--- config.mk ---
export PLATFORM = sky130hd
export DESIGN_NAME = dwload_unit
export DESIGN_NICKNAME = d
export VERILOG_FILES = /design/src/rtl/dwload_pkg.sv /design/src/rtl/dwload_dp.sv /design/src/rtl/dwload_ctrl.sv /design/src/rtl/dwload_unit.sv
export SDC_FILE = /design/constraint.sdc
export NUM_CORES = 1
export LEC_CHECK = 0
export BUFFER_PORTS_ARGS = -buffer_cell sky130_fd_sc_hd__buf_2
export CORE_ASPECT_RATIO = 0.7
export CORE_MARGIN = 8
export CORE_UTILIZATION = 45
export CTS_BUF_LIST = sky130_fd_sc_hd__clkbuf_8
export CTS_CLUSTER_SIZE = 16
export DETAILED_ROUTE_END_ITERATION = 12
export GPL_ROUTABILITY_DRIVEN = 0
export PLACE_DENSITY = 0.8
export SETUP_SLACK_MARGIN = 0.5
export SYNTH_ARGS = -nofsm -noshare
export SYNTH_HDL_FRONTEND = slang
export SYNTH_SLANG_ARGS = --single-unit
export TNS_END_PERCENT = 5
--- constraint.sdc ---
create_clock -name clk -period 13.9 [get_ports clk]
set_input_delay 1.39 -clock clk [delete_from_list [all_inputs] [get_ports clk]]
set_output_delay 1.39 -clock clk [all_outputs]
set_load 0.02 [all_outputs]
--- src/rtl/dwload_pkg.sv ---
package dwload_pkg;
  localparam int WORD_W     = 32;
  localparam int IDX_W      = 4;
  localparam int PAIR_W     = 2 * WORD_W;
  localparam int WORD_BYTES = WORD_W / 8;
  localparam int ALIGN_BITS = $clog2(PAIR_W / 8);
  localparam logic [IDX_W-1:0] PC_IDX = '1;

  // control -> datapath strobes
  typedef struct packed {
    logic load;        // latch instruction context
    logic takeFirst;   // first response arrives
    logic takeSecond;  // second response arrives
    logic secondHalf;  // request targets address + one word
  } strobes_t;

  // datapath -> control decode summary
  typedef struct packed {
    logic malformed;
    logic foreign;
    logic hazard;
    logic writeBack;
    logic aligned;
  } decInfo_t;
endpackage

--- src/rtl/dwload_dp.sv ---
module dwload_dp
  import dwload_pkg::*;
(
  input  logic              clk,
  input  logic              rstN,
  input  strobes_t          stb,
  input  logic [WORD_W-1:0] issueWord,
  input  logic              wideFmt,
  input  logic              bigEndian,
  input  logic [WORD_W-1:0] baseVal,
  input  logic [PAIR_W-1:0] memRspData,
  output decInfo_t          info,
  output logic [WORD_W-1:0] reqAddr,
  output logic              reqWide,
  output logic [IDX_W-1:0]  idxA,
  output logic [IDX_W-1:0]  idxB,
  output logic [IDX_W-1:0]  idxBase,
  output logic [WORD_W-1:0] wordA,
  output logic [WORD_W-1:0] wordB,
  output logic [WORD_W-1:0] wbAddr
);
  logic [WORD_W-1:0] instrQ, baseQ, immExt, offAddr, accAddr;
  logic              wideQ, beQ, shapeOk;
  logic [IDX_W-1:0]  rt, rn, rt2;
  logic              pBit, uBit, wBit, wb;

  always_ff @(posedge clk or negedge rstN) begin
    if (!rstN) begin
      instrQ <= '0;
      baseQ  <= '0;
      wideQ  <= 1'b0;
      beQ    <= 1'b0;
    end else if (stb.load) begin
      instrQ <= issueWord;
      baseQ  <= baseVal;
      wideQ  <= wideFmt;
      beQ    <= bigEndian;
    end
  end

  assign pBit = instrQ[24];
  assign uBit = instrQ[23];
  assign wBit = instrQ[21];
  assign rn   = instrQ[19:16];
  assign rt   = instrQ[15:12];

  always_comb begin
    if (wideQ) begin
      shapeOk = (instrQ[31:25] == 7'b1110100) && instrQ[22] && instrQ[20];
      rt2     = instrQ[11:8];
      immExt  = WORD_W'({instrQ[7:0], 2'b00});
      wb      = wBit;
      info.foreign = (rn == PC_IDX) || (!pBit && !wBit);
      info.hazard  = (rt == PC_IDX) || (rt2 == PC_IDX) || (rt == rt2)
                   || (wb && ((rn == rt) || (rn == rt2)));
    end else begin
      shapeOk = (instrQ[31:28] != 4'hF) && (instrQ[27:25] == 3'b000)
              && instrQ[22] && !instrQ[20] && (instrQ[7:4] == 4'b1101);
      rt2     = rt + IDX_W'(1);
      immExt  = WORD_W'({instrQ[11:8], instrQ[3:0]});
      wb      = !pBit || wBit;
      info.foreign = (rn == PC_IDX);
      info.hazard  = (!pBit && wBit) || rt[0] || (rt2 == PC_IDX)
                   || (wb && ((rn == rt) || (rn == rt2)));
    end
    info.malformed = !shapeOk;
    info.writeBack = wb;
  end

  assign offAddr      = uBit ? (baseQ + immExt) : (baseQ - immExt);
  assign accAddr      = pBit ? offAddr : baseQ;
  assign info.aligned = (accAddr[ALIGN_BITS-1:0] == '0);
  assign reqAddr      = stb.secondHalf ? (accAddr + WORD_W'(WORD_BYTES)) : accAddr;
  assign reqWide      = info.aligned && !stb.secondHalf;

  always_ff @(posedge clk or negedge rstN) begin
    if (!rstN) begin
      wordA <= '0;
      wordB <= '0;
    end else begin
      if (stb.takeFirst) begin
        if (info.aligned) begin
          wordA <= beQ ? memRspData[PAIR_W-1:WORD_W] : memRspData[WORD_W-1:0];
          wordB <= beQ ? memRspData[WORD_W-1:0] : memRspData[PAIR_W-1:WORD_W];
        end else begin
          wordA <= memRspData[WORD_W-1:0];
        end
      end
      if (stb.takeSecond) wordB <= memRspData[WORD_W-1:0];
    end
  end

  assign idxA    = rt;
  assign idxB    = rt2;
  assign idxBase = rn;
  assign wbAddr  = offAddr;
endmodule

--- src/rtl/dwload_ctrl.sv ---
module dwload_ctrl
  import dwload_pkg::*;
(
  input  logic     clk,
  input  logic     rstN,
  input  logic     issueValid,
  input  logic     condPass,
  input  decInfo_t info,
  input  logic     memReqReady,
  input  logic     memRspValid,
  output strobes_t stb,
  output logic     busy,
  output logic     memReqValid,
  output logic     wrEn,
  output logic     wbEn,
  output logic     retire,
  output logic     decodeErr,
  output logic     notMine
);
  typedef enum logic [2:0] {
    ST_IDLE, ST_EVAL, ST_REQ1, ST_WAIT1, ST_REQ2, ST_WAIT2, ST_WRITE
  } state_t;

  state_t state, nextState;
  logic   condQ, reject, skip;

  always_ff @(posedge clk or negedge rstN) begin
    if (!rstN) begin
      state <= ST_IDLE;
      condQ <= 1'b0;
    end else begin
      state <= nextState;
      if (stb.load) condQ <= condPass;
    end
  end

  assign reject = info.malformed || info.foreign || info.hazard;
  assign skip   = !reject && !condQ;

  always_comb begin
    nextState = state;
    unique case (state)
      ST_IDLE:  if (issueValid) nextState = ST_EVAL;
      ST_EVAL:  nextState = (reject || !condQ) ? ST_IDLE : ST_REQ1;
      ST_REQ1:  if (memReqReady) nextState = ST_WAIT1;
      ST_WAIT1: if (memRspValid) nextState = info.aligned ? ST_WRITE : ST_REQ2;
      ST_REQ2:  if (memReqReady) nextState = ST_WAIT2;
      ST_WAIT2: if (memRspValid) nextState = ST_WRITE;
      ST_WRITE: nextState = ST_IDLE;
      default:  nextState = ST_IDLE;
    endcase
  end

  assign stb.load       = (state == ST_IDLE) && issueValid;
  assign stb.takeFirst  = (state == ST_WAIT1) && memRspValid;
  assign stb.takeSecond = (state == ST_WAIT2) && memRspValid;
  assign stb.secondHalf = (state == ST_REQ2);

  assign busy        = (state != ST_IDLE);
  assign memReqValid = (state == ST_REQ1) || (state == ST_REQ2);
  assign wrEn        = (state == ST_WRITE);
  assign wbEn        = (state == ST_WRITE) && info.writeBack;
  assign retire      = (state == ST_WRITE) || ((state == ST_EVAL) && skip);
  assign decodeErr   = (state == ST_EVAL)
                     && (info.malformed || (!info.foreign && info.hazard));
  assign notMine     = (state == ST_EVAL) && !info.malformed && info.foreign;
endmodule

--- src/rtl/dwload_unit.sv ---
module dwload_unit
  import dwload_pkg::*;
(
  input  logic              clk,
  input  logic              rstN,
  input  logic              issueValid,
  input  logic [WORD_W-1:0] issueWord,
  input  logic              wideFmt,
  input  logic              condPass,
  input  logic              bigEndian,
  output logic [IDX_W-1:0]  baseIdx,
  input  logic [WORD_W-1:0] baseVal,
  output logic              busy,
  output logic              memReqValid,
  input  logic              memReqReady,
  output logic [WORD_W-1:0] memReqAddr,
  output logic              memReqWide,
  input  logic              memRspValid,
  input  logic [PAIR_W-1:0] memRspData,
  output logic              wrEnA,
  output logic [IDX_W-1:0]  wrIdxA,
  output logic [WORD_W-1:0] wrDataA,
  output logic              wrEnB,
  output logic [IDX_W-1:0]  wrIdxB,
  output logic [WORD_W-1:0] wrDataB,
  output logic              wbEn,
  output logic [IDX_W-1:0]  wbIdx,
  output logic [WORD_W-1:0] wbData,
  output logic              retire,
  output logic              decodeErr,
  output logic              notMine
);
  strobes_t stb;
  decInfo_t info;
  logic     wrEn;

  assign baseIdx = issueWord[19:16];

  dwload_ctrl ctrl_i (
    .clk(clk), .rstN(rstN), .issueValid(issueValid), .condPass(condPass),
    .info(info), .memReqReady(memReqReady), .memRspValid(memRspValid),
    .stb(stb), .busy(busy), .memReqValid(memReqValid), .wrEn(wrEn),
    .wbEn(wbEn), .retire(retire), .decodeErr(decodeErr), .notMine(notMine)
  );

  dwload_dp dp_i (
    .clk(clk), .rstN(rstN), .stb(stb), .issueWord(issueWord),
    .wideFmt(wideFmt), .bigEndian(bigEndian), .baseVal(baseVal),
    .memRspData(memRspData), .info(info), .reqAddr(memReqAddr),
    .reqWide(memReqWide), .idxA(wrIdxA), .idxB(wrIdxB), .idxBase(wbIdx),
    .wordA(wrDataA), .wordB(wrDataB), .wbAddr(wbData)
  );

  assign wrEnA = wrEn;
  assign wrEnB = wrEn;
endmodule

==> metrics.md, run 1 <==
| Metric | Value |
|---|---|
| Vias in the first global route | `9,107` |
| Worst-skew pair later-pin latency | `0.46 ns` |
| Hold buffers post-CTS | `0` |
| Final TNS setup | `0 ns` |
| Final design utilization | `54.16%` |
| Clock buffer depth | `2` |
| DRT iter0 DRCs | `706` |
| Drt pass-1 iters | `5` |
| Final nets | `1,488` |
| Busiest grt layer | `met2` |
| Layout cell share with drive strength beyond 1 | `30.75%` |
| R2r setup slk | `9.25 ns` |
| Antenna Nets Post-Route | `0` |
| Period utilization | `54.05%` |
| Clock Sinks | `134` |
| Yosys cell types | `72` |
| Slew Limit Fails | `0` |
| Cts repair resizes | `0` |
| GRT Total Usage | `22.43%` |
| Number of buffers created by CTS | `17` |
| Crit-path cells | `inv_1, nand2_1, ha_1, and3_1, and2_1, nor2_1, xnor2_1, ha_1, nand2_1, o21ai_0, o21bai_2, xor2_1, mux2i_1, or4_1, nor4_4, nand4b_2, nor4_2, xnor2_1, xnor2_1, buf_2` |
| FFs w/ async S/R, synth | `100.0%` |
| CP max-delay cell | `dfrtp_1` |
| First-pass GRT wire length | `48,640 µm` |
| Post-Syn Instances | `1,081` |
| Crit path DAT | `6.12 ns` |
| Hold Path Class | `reg2reg` |
| DP HPWL | `23,540 µm` |
| Startpoint types | `flip-flop` |
| R2R Path End | `dp_i.wordA[22]` |
| Crit path launch | `dp_i.wideQ` |
| Fillers | `1,939` |
| Largest net degree at the start of global routing | `69` |
| Crit. End Element | `output pin` |
| Die Area | `26,510 µm²` |
| # DRC | `0` |
| CP dominant cell by count | `xnor2_1` |
| Die height | `138.6 µm` |
| Syn-to-layout area delta | `19.85%` |
| Via density | `5.688` |
| Clock root buffer | `clkbuf_8` |
| Rel. slew slack | `24.81%` |
| Via count | `9,164` |
| Yosys reg bits | `134` |
| Crit Path Class | `reg2out` |
| Initial antenna violation count | `4` |
| # setup viols final | `0` |
| RSZ-0062 raised after global routing | `false` |
| Post-synthesis sequential area ratio | `34.68%` |
| Max incr delay on CP | `0.97 ns` |
| Slew @ Worst Pin | `1.124 ns` |
| TritonCTS clock tree | `done` |
| Syn nets | `1,254` |
| Synth warnings | `0` |
| CP Capture Point | `memReqAddr[31]` |
| CORE AREA | `21,400 µm²` |
| Num ports | `289` |
| Worst r2r src | `dp_i.wideQ` |
| FF-to-FF path depth | `13` |
| Max-cap violation count | `0` |
| Met3 Track Usage GR | `9.121%` |
| Top FF cell, synth | `dfrtp_1` |
| Skew final | `0.01296 ns` |
| Highest Clock Rate | `133.1 MHz` |
| H-tree depth | `4` |
| Cell area after synthesis | `9668 µm²` |
| Drt wl/cell | `18.89 µm` |
| M2 GR Usage | `35.89%` |
| Clock-pin slew on the worst setup and hold paths | `0.08 ns` |
| Drt total wl | `30,420 µm` |
| Post-CTS setup buffers | `0` |
| Fin crit period | `7.512 ns` |
| Port Buffers | `288` |
| Crit path max fanout | `32` |
| Die width | `191.2 µm` |
| Final Hold Viols | `0` |
| Met1 Track Usage GR | `27.51%` |
| Initial Util | `45.19%` |
| Syn Area/Cell | `8.944 µm²` |
| Post-synth EDFFs | `0` |
| WP data required | `12.51 ns` |
| Row count | `45` |
| Outcome | `complete, no violations` |
| Total grt overflow | `0` |
[sequential cells by signal (all words and copies together) (netlist names)]
register / count
dp_i.beQ: 1
dp_i.baseQ: 32
dp_i.instrQ: 32
dp_i.wideQ: 1
dp_i.wordA: 32
ctrl_i.condQ: 1
dp_i.wordB: 32
ctrl_i.state: 3
[placed cells by master, fill, tap and decap left out, types with 11 or more instances in the layout]
master    instances
dfrtp_1         134
mux2_2           64
nand4_1          11
buf_2           287
o21ai_0          74
nand2_1         111
nor2_1           88
ha_1             36
nor3_1           17
inv_1            29
mux2i_1          79
xor2_1           33
a211oi_1         13
xnor2_1          47
a21oi_1          82
clkbuf_8         18
and2_1           13
o21a_1           13
[layout make-up]
| class | count | area, µm² | area share (%) |
|---|---|---|---|
| antenna | 2 | 5.005 | 0.04319 |
| clock buffer | 18 | 247.7 | 2.138 |
| clock inverter | 13 | 133.9 | 1.155 |
| inverter | 26 | 97.59 | 0.8422 |
| multi-input combinational | 842 | 5904 | 50.96 |
| sequential | 134 | 3353 | 28.94 |
| tap | 282 | 352.8 | 3.045 |
| timing repair buffer | 294 | 1493 | 12.88 |
[routing by layer]
layer,part of all wire [%],wire length [µm]
met5,0.15,46
met4,2.0,596
met3,11,3303
met2,45,13770
met1,42,12710
[synth_stat cells (17+ instances only)]
| master | number | share of area (%) |
|---|---|---|
| o21ai_0 | 74 | 3.8 |
| nor3_1 | 17 | 0.88 |
| nor2_1 | 89 | 3.5 |
| xnor2_1 | 47 | 4.3 |
| mux2i_1 | 79 | 8.2 |
| mux2_2 | 64 | 7.5 |
| dfrtp_1 | 134 | 35 |
| a21oi_1 | 84 | 4.3 |
| xor2_1 | 33 | 3.0 |
| inv_1 | 26 | 1.0 |
| clkbuf_1 | 59 | 2.3 |
| ha_1 | 36 | 4.7 |
| nand2_1 | 112 | 4.3 |
[worst min-delay path by stage]
stage / start / cells past startpoint / slack, ns / to
finish: dp_i.wordA[22] / 2 / 0.48 / dp_i.wordA[22]
global route: dp_i.wordA[22] / 2 / 0.50 / dp_i.wordA[22]
CTS: dp_i.wordA[22] / 2 / 0.48 / dp_i.wordA[22]
detailed placement: dp_i.wordA[22] / 2 / 0.46 / dp_i.wordA[22]
global placement: dp_i.wordA[18] / 2 / 0.46 / dp_i.wordA[18]
floorplan: dp_i.instrQ[29] / 1 / 0.47 / dp_i.instrQ[29]
[critical path, delay by kind of cell, from the launching register on]
family | cells | cell delay, ns
AND/OR/NAND/NOR | 9 | 2.21
buffers and inverters | 2 | 0.47
flip-flops | 1 | 0.97
multiplexers | 1 | 0.16
XOR/XNOR | 4 | 0.77
AO/OA/AOI/OAI | 2 | 0.47
adder cells (fa/ha/maj) | 2 | 0.59
[stage by stage]
step	cell area (µm²)	hold WS, ns	setup slack, ns	instances
CTS	11580	0.4838	6.448	1609
global placement	11200	0.4573	7.103	1578
finish	11590	0.4770	6.388	1611
floorplan	9668	0.4722	7.137	1081
detailed placement	11200	0.4648	6.973	1578
global route	11580	0.4981	5.870	1610
[logic make-up (layout without fill, tap and decap cells)]
group / Yosys count / after routing / share of synthesized area [%]
AND/OR/NAND/NOR: 325 / 325 / 16.36
AO/OA/AOI/OAI: 255 / 255 / 16.31
multiplexers: 143 / 143 / 15.63
flip-flops: 134 / 134 / 34.68
buffers and inverters: 105 / 351 / 4.633
XOR/XNOR: 81 / 81 / 7.416
adder cells (fa/ha/maj): 38 / 38 / 4.970
other: 0 / 2 / 0
Power of run 1 is not shown: default switching activity piles up to over one toggle a cycle in this logic, so the estimate is an artifact.
==> run 2: changes to the inputs <==
==> constraint.sdc (replaced) <==
create_clock -name clk -period 7.44 [get_ports clk]
set_input_delay 0.744 -clock clk [delete_from_list [all_inputs] [get_ports clk]]
set_output_delay 0.744 -clock clk [all_outputs]
set_load 0.02 [all_outputs]
==> run 2 against run 1 <==
Against the previous run:
- global-route usage up 0.48 points
- via count increased by 1.1%
- sequential cell count stayed put
- non-clock buffer count rose by 2
- core utilization about the same
- wire length grew 1.8%
- critical endpoint is now memReqAddr[30]
==> metrics.md, run 2 (synthesis gave the netlist of run 1 again) <==
| Metric | Value |
|---|---|
| WP data required | `6.70 ns` |
| Clock Sinks | `134` |
| Via count | `9,261` |
| Worst r2r src | `dp_i.wideQ` |
| # DRC | `0` |
| Syn-to-layout area delta | `19.89%` |
| Hold buffers post-CTS | `0` |
| Fin crit period | `6.570 ns` |
| First-pass GRT wire length | `49,330 µm` |
| Crit. End Element | `output pin` |
| Drt total wl | `30,980 µm` |
| Initial antenna violation count | `5` |
| Drt wl/cell | `19.20 µm` |
| DP HPWL | `24,150 µm` |
| FF-to-FF path depth | `14` |
| Slew @ Worst Pin | `1.123 ns` |
| WHS | `0.2400 ns` |
| Row count | `45` |
| Crit path max fanout | `32` |
| Max-cap violation count | `0` |
| Final TNS setup | `0 ns` |
| Number of buffers created by CTS | `17` |
| Clock root buffer | `clkbuf_8` |
| Clock buffer depth | `2` |
| Via density | `5.741` |
| Cts repair resizes | `0` |
| Fillers | `1,961` |
| Total grt overflow | `0` |
| Largest net degree at the start of global routing | `75` |
| # setup viols final | `0` |
| R2r setup slk | `3.24 ns` |
| Initial Util | `45.19%` |
| Crit path DAT | `5.83 ns` |
| Worst-skew pair later-pin latency | `0.47 ns` |
| Num ports | `289` |
| Startpoint types | `flip-flop` |
| Post-CTS setup buffers | `0` |
| Final Hold Viols | `0` |
| Antenna Nets Post-Route | `0` |
| Final nets | `1,490` |
| Hold Path Class | `in2async` |
| Layout cell share with drive strength beyond 1 | `31.20%` |
| R2R Path End | `dp_i.wordA[22]` |
| Slew Limit Fails | `0` |
| Drt pass-1 iters | `8` |
| Skew final | `0.01903 ns` |
| Vias in the first global route | `9,274` |
| CORE AREA | `21,400 µm²` |
| TritonCTS clock tree | `done` |
| RSZ-0062 raised after global routing | `false` |
| Period utilization | `88.31%` |
| Die width | `191.2 µm` |
| Clock-pin slew on the worst setup and hold paths | `0.09 ns` |
| Crit Path Class | `reg2out` |
| Die height | `138.6 µm` |
| Port Buffers | `288` |
| DRT iter0 DRCs | `742` |
| GRT Total Usage | `22.91%` |
| Outcome | `complete, no violations` |
| Rel. slew slack | `25.16%` |
| H-tree depth | `4` |
| Commonest non-fill, non-tap cell in the layout | `buf_2` |
| Most frequent cells in the layout | `287 x buf_2, 134 x dfrtp_1, 111 x nand2_1` |
| Die Area | `26,510 µm²` |
| Highest Clock Rate | `152.2 MHz` |
[run 2: changes by cell type in the layout (fill, tap and decap cells not counted), sizes merged]
| cell | change |
|---|---|
| clkinvlp | +1 |
| clkbuf | -1 |
| diode | -1 |
| buf | +2 |
| bufinv | -1 |
| clkinv | +2 |
[run 2: stage by stage]
stage	std cells	util, %	worst slack [ns]	area (µm²)
floorplan	1081	-	1.323	9668
global placement	1580	52.42	1.467	11220
detailed placement	1580	52.42	1.323	11220
CTS	1612	54.11	0.7594	11580
global route	1613	54.18	0.5052	11590
finish	1613	54.18	0.8698	11590
[run 2: worst max-delay path by stage]
stage	depth (start not counted)	start	endpoint	slack [ns]
after detailed placement	20	dp_i.instrQ[8]	memReqAddr[31]	1.32
final	21	dp_i.wideQ	memReqAddr[30]	0.87
after global routing	20	dp_i.instrQ[8]	memReqAddr[31]	0.51
after floorplan	21	dp_i.wideQ	memReqAddr[30]	1.32
after CTS	20	dp_i.instrQ[8]	memReqAddr[31]	0.76
after global placement	20	dp_i.instrQ[8]	memReqAddr[31]	1.47
[run 2: worst max-delay path: stages (launching register included)]
cell,delay (ns)
dfrtp_1,0.37
buf_4,0.23
inv_1,0.19
nand2_1,0.11
ha_1,0.30
inv_1,0.04
mux2i_1,0.23
ha_1,0.29
a211oi_1,0.34
nor2_1,0.11
xor2_1,0.37
mux2_2,0.27
ha_1,0.14
nand2_1,0.11
nor3b_1,0.42
nand2_1,0.19
or3_1,0.50
nor3_2,0.30
nand2b_1,0.18
nor4b_2,0.33
xnor2_1,0.15
buf_2,0.19
[run 2: layer usage]
| layer | vias to the layer above | GRT usage, % | routed length, µm |
|---|---|---|---|
| met2 | 420 | 36.63 | 14180 |
| li1 | 4319 | - | - |
| met1 | 4449 | 28.61 | 12910 |
| met3 | 65 | 8.442 | 3131 |
| met5 | - | 0 | 52 |
| met4 | 8 | 6.384 | 703 |
[run 2: final cells by class]
type                    count  area, µm²  share of cell area [%]
well taps                 282      352.8                   3.044
clock inverters            15      127.6                   1.101
clock buffers              17      234.0                   2.019
inverters                  26      97.59                  0.8420
multi-input cells         842       5916                   51.04
diodes                      1      2.502                 0.02159
repair buffers            296       1508                   13.01
flip-flops and latches    134       3353                   28.93
Power of run 2 is left out for the same reason.
